### src/rtl/flash_cmd_pkg.sv
package flash_cmd_pkg;

    typedef enum logic [1:0] {
        RM_ARRAY  = 2'd0,
        RM_SIG    = 2'd1,
        RM_STATUS = 2'd2
    } rmode_e;

    typedef enum logic [2:0] {
        CS_IDLE,
        CS_UNL1,
        CS_UNL2,
        CS_PROG_ARM,
        CS_ERS_U0,
        CS_ERS_U1,
        CS_ERS_CF
    } cstep_e;

    typedef enum logic [2:0] {
        OP_NONE,
        OP_PROG,
        OP_ERASE,
        OP_SUSP,
        OP_SUSP_PROG
    } op_e;

    localparam logic [7:0] CMD_KEY_A   = 8'hAA;
    localparam logic [7:0] CMD_KEY_B   = 8'h55;
    localparam logic [7:0] CMD_SIG     = 8'h90;
    localparam logic [7:0] CMD_PROG    = 8'hA0;
    localparam logic [7:0] CMD_ERS_SET = 8'h80;
    localparam logic [7:0] CMD_BLK_CF  = 8'h30;
    localparam logic [7:0] CMD_CHIP_CF = 8'h10;
    localparam logic [7:0] CMD_RESET   = 8'hF0;
    localparam logic [7:0] CMD_SUSPEND = 8'hB0;
    localparam logic [7:0] CMD_RESUME  = 8'h30;

    localparam int RQ_RD   = 0;
    localparam int RQ_SIG  = 1;
    localparam int RQ_PROG = 2;
    localparam int RQ_BLK  = 3;
    localparam int RQ_CHIP = 4;
    localparam int RQ_SUSP = 5;
    localparam int RQ_RES  = 6;
    localparam int RQ_N    = 7;

endpackage

### src/rtl/flash_key_match.sv
module flash_key_match #(
    parameter int              CHK_W  = 11,
    parameter logic [CHK_W-1:0] KEY_A = 'h555,
    parameter logic [CHK_W-1:0] KEY_B = 'h2AA
) (
    input  logic [CHK_W-1:0] addr_lo,
    output logic             hit_a,
    output logic             hit_b
);
    assign hit_a = (addr_lo == KEY_A);
    assign hit_b = (addr_lo == KEY_B);
endmodule

### src/rtl/flash_sig_mux.sv
module flash_sig_mux #(
    parameter int               DATA_W   = 8,
    parameter logic [DATA_W-1:0] MFR_CODE = 'h20,
    parameter logic [DATA_W-1:0] DEV_CODE = 'hD2
) (
    input  logic              sig_on,
    input  logic [1:0]        sel,
    output logic [DATA_W-1:0] byte_o
);
    always_comb begin
        byte_o = '0;
        if (sig_on) begin
            case (sel)
                2'b00:   byte_o = MFR_CODE;
                2'b01:   byte_o = DEV_CODE;
                default: byte_o = '0;
            endcase
        end
    end
endmodule

### src/rtl/flash_cmd_seq.sv
module flash_cmd_seq
    import flash_cmd_pkg::*;
#(
    parameter int               ADDR_W   = 20,
    parameter int               DATA_W   = 8,
    parameter int               CHK_W    = 11,
    parameter logic [DATA_W-1:0] MFR_CODE = 'h20,
    parameter logic [DATA_W-1:0] DEV_CODE = 'hD2
) (
    input  logic              clk,
    input  logic              rst_n,
    input  logic              wr_en,
    input  logic [ADDR_W-1:0] wr_addr,
    input  logic [DATA_W-1:0] wr_data,
    input  logic              ctl_done,
    input  logic [1:0]        sig_addr,
    output logic              req_read_array,
    output logic              req_auto_sel,
    output logic              req_program,
    output logic              req_blk_erase,
    output logic              req_chip_erase,
    output logic              req_suspend,
    output logic              req_resume,
    output logic [ADDR_W-1:0] req_addr,
    output logic [DATA_W-1:0] req_data,
    output logic [1:0]        read_mode,
    output logic [DATA_W-1:0] sig_byte
);
    typedef struct packed {
        op_e               op;
        cstep_e            step;
        rmode_e            mode;
        logic              blk;
        logic [RQ_N-1:0]   req;
        logic [ADDR_W-1:0] addr;
        logic [DATA_W-1:0] data;
    } seq_t;

    seq_t s_d, s_q;
    logic hit_a, hit_b;
    logic busy;

    flash_key_match #(.CHK_W(CHK_W)) u_match (
        .addr_lo (wr_addr[CHK_W-1:0]),
        .hit_a   (hit_a),
        .hit_b   (hit_b)
    );

    flash_sig_mux #(.DATA_W(DATA_W), .MFR_CODE(MFR_CODE), .DEV_CODE(DEV_CODE)) u_sig (
        .sig_on (s_q.mode == RM_SIG),
        .sel    (sig_addr),
        .byte_o (sig_byte)
    );

    assign busy = (s_q.op == OP_PROG) || (s_q.op == OP_ERASE) || (s_q.op == OP_SUSP_PROG);

    always_comb begin
        s_d     = s_q;
        s_d.req = '0;
        if (ctl_done && busy) begin
            // completion wins over a write in the same cycle
            s_d.op   = (s_q.op == OP_SUSP_PROG) ? OP_SUSP : OP_NONE;
            s_d.step = CS_IDLE;
        end else if (wr_en) begin
            case (s_q.op)
                OP_NONE: begin
                    s_d.step = CS_IDLE;
                    if (s_q.step == CS_PROG_ARM) begin
                        s_d.req[RQ_PROG] = 1'b1;
                        s_d.addr = wr_addr;
                        s_d.data = wr_data;
                        s_d.op   = OP_PROG;
                        s_d.mode = RM_STATUS;
                    end else if (wr_data == CMD_RESET && (s_q.step == CS_IDLE || s_q.step == CS_UNL2)) begin
                        s_d.req[RQ_RD] = 1'b1;
                        s_d.mode = RM_ARRAY;
                    end else begin
                        s_d.mode = RM_ARRAY;   // abort unless a legal step follows
                        case (s_q.step)
                            CS_IDLE: if (wr_data == CMD_KEY_A && hit_a) begin
                                s_d.step = CS_UNL1; s_d.mode = s_q.mode;
                            end
                            CS_UNL1: if (wr_data == CMD_KEY_B && hit_b) begin
                                s_d.step = CS_UNL2; s_d.mode = s_q.mode;
                            end
                            CS_UNL2: begin
                                if (hit_a && wr_data == CMD_SIG) begin
                                    s_d.req[RQ_SIG] = 1'b1;
                                    s_d.mode = RM_SIG;
                                end else if (hit_a && wr_data == CMD_PROG) begin
                                    s_d.step = CS_PROG_ARM; s_d.mode = s_q.mode;
                                end else if (hit_a && wr_data == CMD_ERS_SET) begin
                                    s_d.step = CS_ERS_U0; s_d.mode = s_q.mode;
                                end
                            end
                            CS_ERS_U0: if (wr_data == CMD_KEY_A && hit_a) begin
                                s_d.step = CS_ERS_U1; s_d.mode = s_q.mode;
                            end
                            CS_ERS_U1: if (wr_data == CMD_KEY_B && hit_b) begin
                                s_d.step = CS_ERS_CF; s_d.mode = s_q.mode;
                            end
                            CS_ERS_CF: begin
                                if (wr_data == CMD_BLK_CF) begin
                                    s_d.req[RQ_BLK] = 1'b1;
                                    s_d.addr = wr_addr;
                                    s_d.op   = OP_ERASE;
                                    s_d.blk  = 1'b1;
                                    s_d.mode = RM_STATUS;
                                end else if (wr_data == CMD_CHIP_CF && hit_a) begin
                                    s_d.req[RQ_CHIP] = 1'b1;
                                    s_d.op   = OP_ERASE;
                                    s_d.blk  = 1'b0;
                                    s_d.mode = RM_STATUS;
                                end
                            end
                            default: s_d.step = CS_IDLE;
                        endcase
                    end
                end
                OP_ERASE: begin
                    if (wr_data == CMD_RESET) begin
                        s_d.req[RQ_RD] = 1'b1;
                        s_d.op   = OP_NONE;
                        s_d.mode = RM_ARRAY;
                    end else if (wr_data == CMD_SUSPEND && s_q.blk) begin
                        s_d.req[RQ_SUSP] = 1'b1;
                        s_d.op   = OP_SUSP;
                        s_d.mode = RM_ARRAY;
                    end
                end
                OP_SUSP: begin
                    s_d.step = CS_IDLE;
                    case (s_q.step)
                        CS_IDLE: begin
                            if (wr_data == CMD_RESUME) begin
                                s_d.req[RQ_RES] = 1'b1;
                                s_d.op   = OP_ERASE;
                                s_d.mode = RM_STATUS;
                            end else if (wr_data == CMD_KEY_A && hit_a) begin
                                s_d.step = CS_UNL1;
                            end
                        end
                        CS_UNL1: if (wr_data == CMD_KEY_B && hit_b) s_d.step = CS_UNL2;
                        CS_UNL2: if (wr_data == CMD_PROG && hit_a) s_d.step = CS_PROG_ARM;
                        CS_PROG_ARM: begin
                            s_d.req[RQ_PROG] = 1'b1;
                            s_d.addr = wr_addr;
                            s_d.data = wr_data;
                            s_d.op   = OP_SUSP_PROG;
                            s_d.mode = RM_STATUS;
                        end
                        default: s_d.step = CS_IDLE;
                    endcase
                end
                default: ;   // program running: writes ignored
            endcase
        end
    end

    always_ff @(posedge clk or negedge rst_n) begin
        if (!rst_n) begin
            s_q.op   <= OP_NONE;
            s_q.step <= CS_IDLE;
            s_q.mode <= RM_ARRAY;
            s_q.blk  <= 1'b0;
            s_q.req  <= '0;
            s_q.addr <= '0;
            s_q.data <= '0;
        end else begin
            s_q <= s_d;
        end
    end

    assign req_read_array = s_q.req[RQ_RD];
    assign req_auto_sel   = s_q.req[RQ_SIG];
    assign req_program    = s_q.req[RQ_PROG];
    assign req_blk_erase  = s_q.req[RQ_BLK];
    assign req_chip_erase = s_q.req[RQ_CHIP];
    assign req_suspend    = s_q.req[RQ_SUSP];
    assign req_resume     = s_q.req[RQ_RES];
    assign req_addr       = s_q.addr;
    assign req_data       = s_q.data;
    assign read_mode      = s_q.mode;
endmodule

### config.mk
export PLATFORM = sky130hd
export DESIGN_NAME = flash_cmd_seq
export DESIGN_NICKNAME = d
export VERILOG_FILES = /design/src/rtl/flash_cmd_pkg.sv /design/src/rtl/flash_key_match.sv /design/src/rtl/flash_sig_mux.sv /design/src/rtl/flash_cmd_seq.sv
export SDC_FILE = /design/constraint.sdc
export NUM_CORES = 1
export LEC_CHECK = 0
export BUFFER_PORTS_ARGS = -buffer_cell sky130_fd_sc_hd__buf_2
export CAP_MARGIN = 20
export CORE_ASPECT_RATIO = 1.1
export CORE_MARGIN = 1
export CORE_UTILIZATION = 51
export DETAILED_ROUTE_END_ITERATION = 7
export PLACE_DENSITY = 0.9
export SLEW_MARGIN = 20
export SYNTH_ARGS = -nofsm -noshare
export SYNTH_HDL_FRONTEND = slang
export SYNTH_SLANG_ARGS = --single-unit
### constraint.sdc
create_clock -name clk -period 2.7 [get_ports clk]
set_input_delay 0.54 -clock clk [delete_from_list [all_inputs] [get_ports clk]]
set_output_delay 0.54 -clock clk [all_outputs]
set_load 0.01 [all_outputs]
==> flow_summary_export.csv, run 1 <==
group,metric,value,unit
timing,max-slew-margin-rel,36.2,%
clock_network,cts-htree-levels,2,
setup_path,start_kind,"primary input",
die,core_area,0.00472,mm^2
detailed_routing,wl_met1,2450,um
die,rows,26,
clock_network,path_clk_slew,0.09,ns
logic_synthesis,synth_xor_xnor_area_share,0.688,%
timing,finalClockSkew,0.00715,ns
clock_network,post-cts-setup-buffers,0,
setup_path,slowest_delay,0.56,ns
logic_synthesis,synth_compound_area_share,8.60,%
detailed_routing,drc_errors,0,
finish,finish.instance_area,0.00290,mm^2
global_routing,antenna_found_initial,0,
global_routing,grt_pass1_wl,9190,um
global_routing,grt_max_degree,45,
logic_synthesis,synth.distinct_cells,55,
finish,diodes,0,
detailed_routing,routed-wl-met2,2670,um
logic_synthesis,netlist_area,0.00254,mm^2
run,maxCapViolCount,0,
clock_network,cts-hold-fix-buffers,0,
logic_synthesis,synth-simple-area-share,20.6,%
setup_path,slowest_stage,"or4b_1",
detailed_routing,antenna_left,0,
global_routing,grt_usage,21.9,%
finish,area_growth,13.8,%
timing,final_hold_viol_count,0,
die,dieArea,0.00528,mm^2
detailed_routing,dr.pass1.iters,4,
logic_synthesis,synth.most_common_cell,"dfrtp_1",
power,p_leak,1.50,nW
clock_network,cts_tree,"done",
placed_design,dpl_cell_area,0.00278,mm^2
timing,fin_ws,0.264,ns
clock_network,postCtsResizedCells,0,
logic_synthesis,synthCells,249,
setup_path,worst-path-buf-inv,1,
placed_design,gp_congestion,0.915,
logic_synthesis,synth_top_family_by_area,"simple AND/OR/NAND/NOR gates",
die,die_h,76.1,um
min_path,hp-class,"primary input to async pin",
logic_synthesis,synth_warnings,0,
timing,fmax,0.411,GHz
die,ioPinCount,79,
status,status,"finished, final reports clean",
detailed_routing,top_layer,"met4",
setup_path,cp.arrival,2.63,ns
logic_synthesis,ys_top_cells_by_area,"dfrtp_1 43%, buf_4 11%, mux2_1 8.8%",
clock_network,cts_sinks,44,
detailed_routing,drtIter0Drc,124,
logic_synthesis,synth_top_area_cell,"dfrtp_1",
die,die_w,69.4,um
logic_synthesis,syn_avg_cell_area,10.2,um^2
setup_path,path_class,"primary input to flop",
clock_network,clk_latency,0.31,ns
clock_network,numCtsBuffers,5,
placed_design,pre_cts_ws,-0.0325,ns
finish,finish.utilization,61.4,%
timing,tightest_slew,0.956,ns
detailed_routing,wl_per_cell,15.7,um
detailed_routing,route.met3.wl,337,um
logic_synthesis,netlist.area_leader.share,43.3,%
clock_network,cts.path.max_buffers,2,
logic_synthesis,synth_edf_count,0,
logic_synthesis,async_reset_ff_share,100,%
finish,num-nets-final,332,
logic_synthesis,synthFlopType,"dfrtp_1",
setup_path,worstPathRequired,2.89,ns
clock_network,clockRootBuffer,"clkbuf_8",
timing,min_period,2.44,ns
power,vdd_drop_max,0.000310,V
logic_synthesis,synth_fa_ha_area_share,0,%
setup_path,critPathCaptureType,"flop",
timing,fin_worst_hold_slack,0.378,ns
detailed_routing,vias_per_cell,5.85,
timing,finalMaxSlewViolations,0,
global_routing,grt.overflow.total,0,
power,power_density,475,mW/mm^2
setup_path,cp_max_fo,5,
timing,period_share,90.2,%
timing,rsz0062_at_grt,"false",
logic_synthesis,synthMuxAreaShare,13.8,%
finish,drive_gt1_share,36.1,%
logic_synthesis,yosysSeqAreaShare,43.3,%
die,initial_core_util,54.0,%
detailed_routing,vias,2076,
placed_design,dp_hpwl,4090,um
logic_synthesis,synthTopCellsByCount,"44 x dfrtp_1, 36 x buf_4, 20 x mux2_1",
timing,setup-violations-final,0,
setup_path,crit_chain,"buf_2, or4b_1, or4_4, a2111o_1, a21o_1, mux2_4",
placed_design,io_buffers,75,
logic_synthesis,synth-seq-cells,44,
detailed_routing,routed_wirelength,5570,um
global_routing,grt_pass1_vias,1978,
setup_path,cp_top_family,"simple AND/OR/NAND/NOR gates",
[routing by layer]
layer / GRT usage, % / up-vias
met2: 36.2 / 99
met1: 28.8 / 1005
li1: - / 959
met5: 0 / -
met4: 8.78 / 0
met3: 3.44 / 13
[worst reg2reg max path, stage by stage, from the launching register on]
cell     delay, ns
dfrtp_1       0.53
nor3_1        0.47
o21ai_1       0.13
a21oi_1       0.17
or2_1         0.16
buf_12        0.17
mux2_1        0.36
[placed cells by master, fill, tap and decap left out, types with 5 or more instances in the layout]
cell type,synthesis,final
mux2_2,9,9
dfrtp_1,44,44
o21ai_0,8,8
nor3_1,6,6
clkbuf_8,0,5
nand3_1,7,7
nor4_1,5,5
mux2_1,20,20
buf_2,3,75
nand2_1,18,18
nor2_1,13,13
buf_4,36,10
[cells by family after synthesis]
group / after synthesis
compound gates: 32
xor+xnor: 2
buf+inv: 50
flops: 44
mux: 31
other cells: 1
simple gates: 89
[final cells by class]
| cell class | count | area (um^2) |
|---|---|---|
| Inverter | 4 | 15.0 |
| Tap cell | 56 | 70.1 |
| Clock buffer | 5 | 68.8 |
| Multi-Input combinational cell | 157 | 1120 |
| Clock inverter | 3 | 46.3 |
| Timing Repair Buffer | 86 | 470 |
| Sequential cell | 44 | 1100 |
| Fill cell | 384 | 1820 |
[sequential cells by signal, summed over array words and instances (netlist names)]
register	count
read_mode	2
req_addr	20
req_auto_sel	1
req_blk_erase	1
req_chip_erase	1
req_data	8
req_program	1
req_read_array	1
req_resume	1
req_suspend	1
s_q	7
[path summary, 6_finish.rpt]
kind / from / endpoint / slack [ns] / cells after the start
setup / recovery: wr_addr[1] / s_q[41]$_DFFE_PN0P_ / 0.26 / 6
hold / removal: rst_n / req_data[1]$_DFFE_PN0P_ / 0.38 / 1
setup reg to reg: s_q[41]$_DFFE_PN0P_ / req_addr[5]$_DFFE_PN0P_ / 0.61 / 6
hold reg to reg: req_addr[13]$_DFFE_PN0P_ / req_addr[13]$_DFFE_PN0P_ / 0.49 / 1
max in group asynchronous: rst_n / req_blk_erase$_DFF_PN0_ / 1.73 / 1
min in group clk: wr_addr[15] / req_addr[15]$_DFFE_PN0P_ / 0.44 / 2
[metrics by stage]
stage	instances	TNS (ns)	power, mW
floorplan	251	0	0.811
global placement	347	-0.0173	0.856
detailed placement	347	-0.0325	0.862
CTS	355	0	1.38
global route	355	0	1.43
finish	355	0	1.37
[where the power goes]
| group | leakage [nW] | internal [mW] | switching, mW | total [mW] |
|---|---|---|---|---|
| clock network | 0.0548 | 0.279 | 0.246 | 0.525 |
| registers | 0.606 | 0.686 | 0.0130 | 0.699 |
| logic | 0.844 | 0.0671 | 0.0840 | 0.151 |
| total | 1.50 | 1.03 | 0.343 | 1.37 |
Power figures use the tool's default switching activity.
==> inputs of run 2 (changes only) <==
--- a/config.mk
+++ b/config.mk
@@ -7,9 +7,11 @@
 export LEC_CHECK = 0
 export BUFFER_PORTS_ARGS = -buffer_cell sky130_fd_sc_hd__buf_2
 export CAP_MARGIN = 20
+export CELL_PAD_IN_SITES_DETAIL_PLACEMENT = 0
+export CELL_PAD_IN_SITES_GLOBAL_PLACEMENT = 1
 export CORE_ASPECT_RATIO = 1.1
 export CORE_MARGIN = 1
-export CORE_UTILIZATION = 51
+export CORE_UTILIZATION = 39
 export DETAILED_ROUTE_END_ITERATION = 7
 export PLACE_DENSITY = 0.9
 export SLEW_MARGIN = 20
==> run 2 against run 1 <==
  * Sequential power about the same
  * Critical endpoint unchanged
  * Final area up 1.6%
  * Worst hold slack lost 0.14 ns
  * Worst setup slack got worse by 0.042 ns
==> flow_summary_export.csv, run 2 (same netlist as run 1, synthesis figures left out) <==
group,metric,value,unit
status,status,"finished, final reports clean",
setup_path,cp.arrival,2.66,ns
timing,fin_ws,0.222,ns
placed_design,pre_cts_ws,-0.0804,ns
die,initial_core_util,40.8,%
setup_path,start_kind,"primary input",
timing,fin_worst_hold_slack,0.236,ns
die,rows,30,
finish,multi_input_area,0.00112,mm^2
detailed_routing,vias_per_cell,5.35,
setup_path,timing.rr.start,"s_q[41]$_DFFE_PN0P_",
setup_path,worstPathRequired,2.88,ns
timing,finalMaxSlewViolations,0,
timing,min_period,2.48,ns
timing,max-slew-margin-rel,62.1,%
global_routing,grt.overflow.total,0,
run,maxCapViolCount,0,
setup_path,cp_max_fo,5,
placed_design,dp_hpwl,4460,um
setup_path,critPathCaptureType,"flop",
detailed_routing,routed_wirelength,5680,um
global_routing,antenna_found_initial,0,
clock_network,cts-htree-levels,2,
die,core_area,0.00623,mm^2
global_routing,grt_pass1_wl,9180,um
detailed_routing,wl_per_cell,14.9,um
min_path,hp-class,"primary input to async pin",
clock_network,cts_tree,"done",
detailed_routing,dr.pass1.iters,4,
clock_network,path_clk_slew,0.08,ns
finish,area_growth,15.6,%
die,die_w,79.0,um
placed_design,dp_cells,374,
power,power_density,455,mW/mm^2
die,dieArea,0.00685,mm^2
detailed_routing,antenna_left,0,
die,die_h,86.7,um
finish,finalNonFillerCells,382,
detailed_routing,drc_errors,0,
detailed_routing,drtIter0Drc,65,
timing,final_hold_viol_count,0,
finish,largest_reg_flops,20,
finish,n_fill_cell,610,
finish,layout_common_cells,"75 x buf_2, 44 x dfrtp_1, 20 x mux2_1",
finish,seq_area,0.00110,mm^2
timing,rsz0062_at_grt,"false",
placed_design,io_buffers,75,
clock_network,clockRootBuffer,"clkbuf_8",
setup_path,ff2ff_path_depth,6,
finish,finish.utilization,47.2,%
clock_network,postCtsResizedCells,0,
timing,fmax,0.404,GHz
placed_design,gp_congestion,0.903,
setup_path,slowest_stage,"or4b_1",
power,p_leak,1.52,nW
clock_network,numCtsBuffers,5,
clock_network,clk_latency,0.29,ns
setup_path,r2r_end,"req_addr[16]$_DFFE_PN0P_",
global_routing,grt_usage,17.2,%
timing,setup-violations-final,0,
setup_path,rrSetupSlack,0.56,ns
power,vdd_drop_max,0.000228,V
finish,diodes,0,
global_routing,grt_pass1_vias,1956,
clock_network,post-cts-setup-buffers,0,
detailed_routing,vias,2042,
finish,final_common_cell,"buf_2",
die,ioPinCount,79,
global_routing,grt_max_degree,27,
clock_network,cts-hold-fix-buffers,0,
timing,tightest_slew,0.568,ns
timing,finalClockSkew,0.00730,ns
finish,drive_gt1_share,36.4,%
setup_path,slowest_delay,0.56,ns
finish,num-nets-final,335,
placed_design,dpl_cell_area,0.00283,mm^2
clock_network,cts_sinks,44,
clock_network,cts.path.max_buffers,2,
timing,period_share,91.8,%
finish,finish.instance_area,0.00294,mm^2
power,power.total,1.34,mW
timing,setup_tns,0,ns
setup_path,crit_chain,"buf_2, or4b_1, or4_4, a2111o_1, a21o_1, mux2_4",
setup_path,path_class,"primary input to flop",
==> run 2: changes by cell type in the layout (fill, tap and decap cells not counted), sizes merged <==
cell	before	now
inv	5	4
clkbuf	5	6
clkinv	0	1
buf	86	89
clkinvlp	1	0
==> run 2: how the worst max path moves through the flow <==
stage | from | end | slack [ns] | depth (start not counted)
finish | wr_addr[1] | s_q[41]$_DFFE_PN0P_ | 0.22 | 6
global route | wr_addr[1] | read_mode[0]$_DFFE_PN0P_ | 0.20 | 7
CTS | wr_addr[1] | s_q[41]$_DFFE_PN0P_ | 0.23 | 6
detailed placement | wr_addr[1] | s_q[41]$_DFFE_PN0P_ | -0.08 | 6
global placement | wr_addr[1] | s_q[41]$_DFFE_PN0P_ | -0.05 | 6
floorplan | wr_addr[1] | s_q[41]$_DFFE_PN0P_ | 0.15 | 5
==> run 2: routing by layer <==
metal	global-route usage [%]	vias up	wire (um)
met1	20.9	994	2390
met3	3.68	9	370
met4	6.12	0	90
met5	0	-	0
li1	-	964	-
met2	29.8	75	2830
==> run 2: layout make-up <==
| class | count | share of cell area [%] |
|---|---|---|
| clock buffers | 6 | 2.47 |
| clock inverters | 2 | 1.19 |
| well taps | 80 | 3.40 |
| flip-flops and latches | 44 | 37.4 |
| repair buffers | 89 | 16.8 |
| multi-input cells | 157 | 38.2 |
| inverters | 4 | 0.510 |
==> run 2: where the power goes <==
group | total [mW] | switching, mW | internal, mW | leakage (nW)
clock network | 0.486 | 0.212 | 0.274 | 0.0552
registers | 0.698 | 0.0125 | 0.686 | 0.606
logic | 0.153 | 0.0829 | 0.0699 | 0.858
==> run 2: worst max-delay path: cells and delay by family <==
family	cells	cell delay, ns
buf+inv	1	0.11
compound gates	2	0.69
simple gates	2	1.04
mux	1	0.29
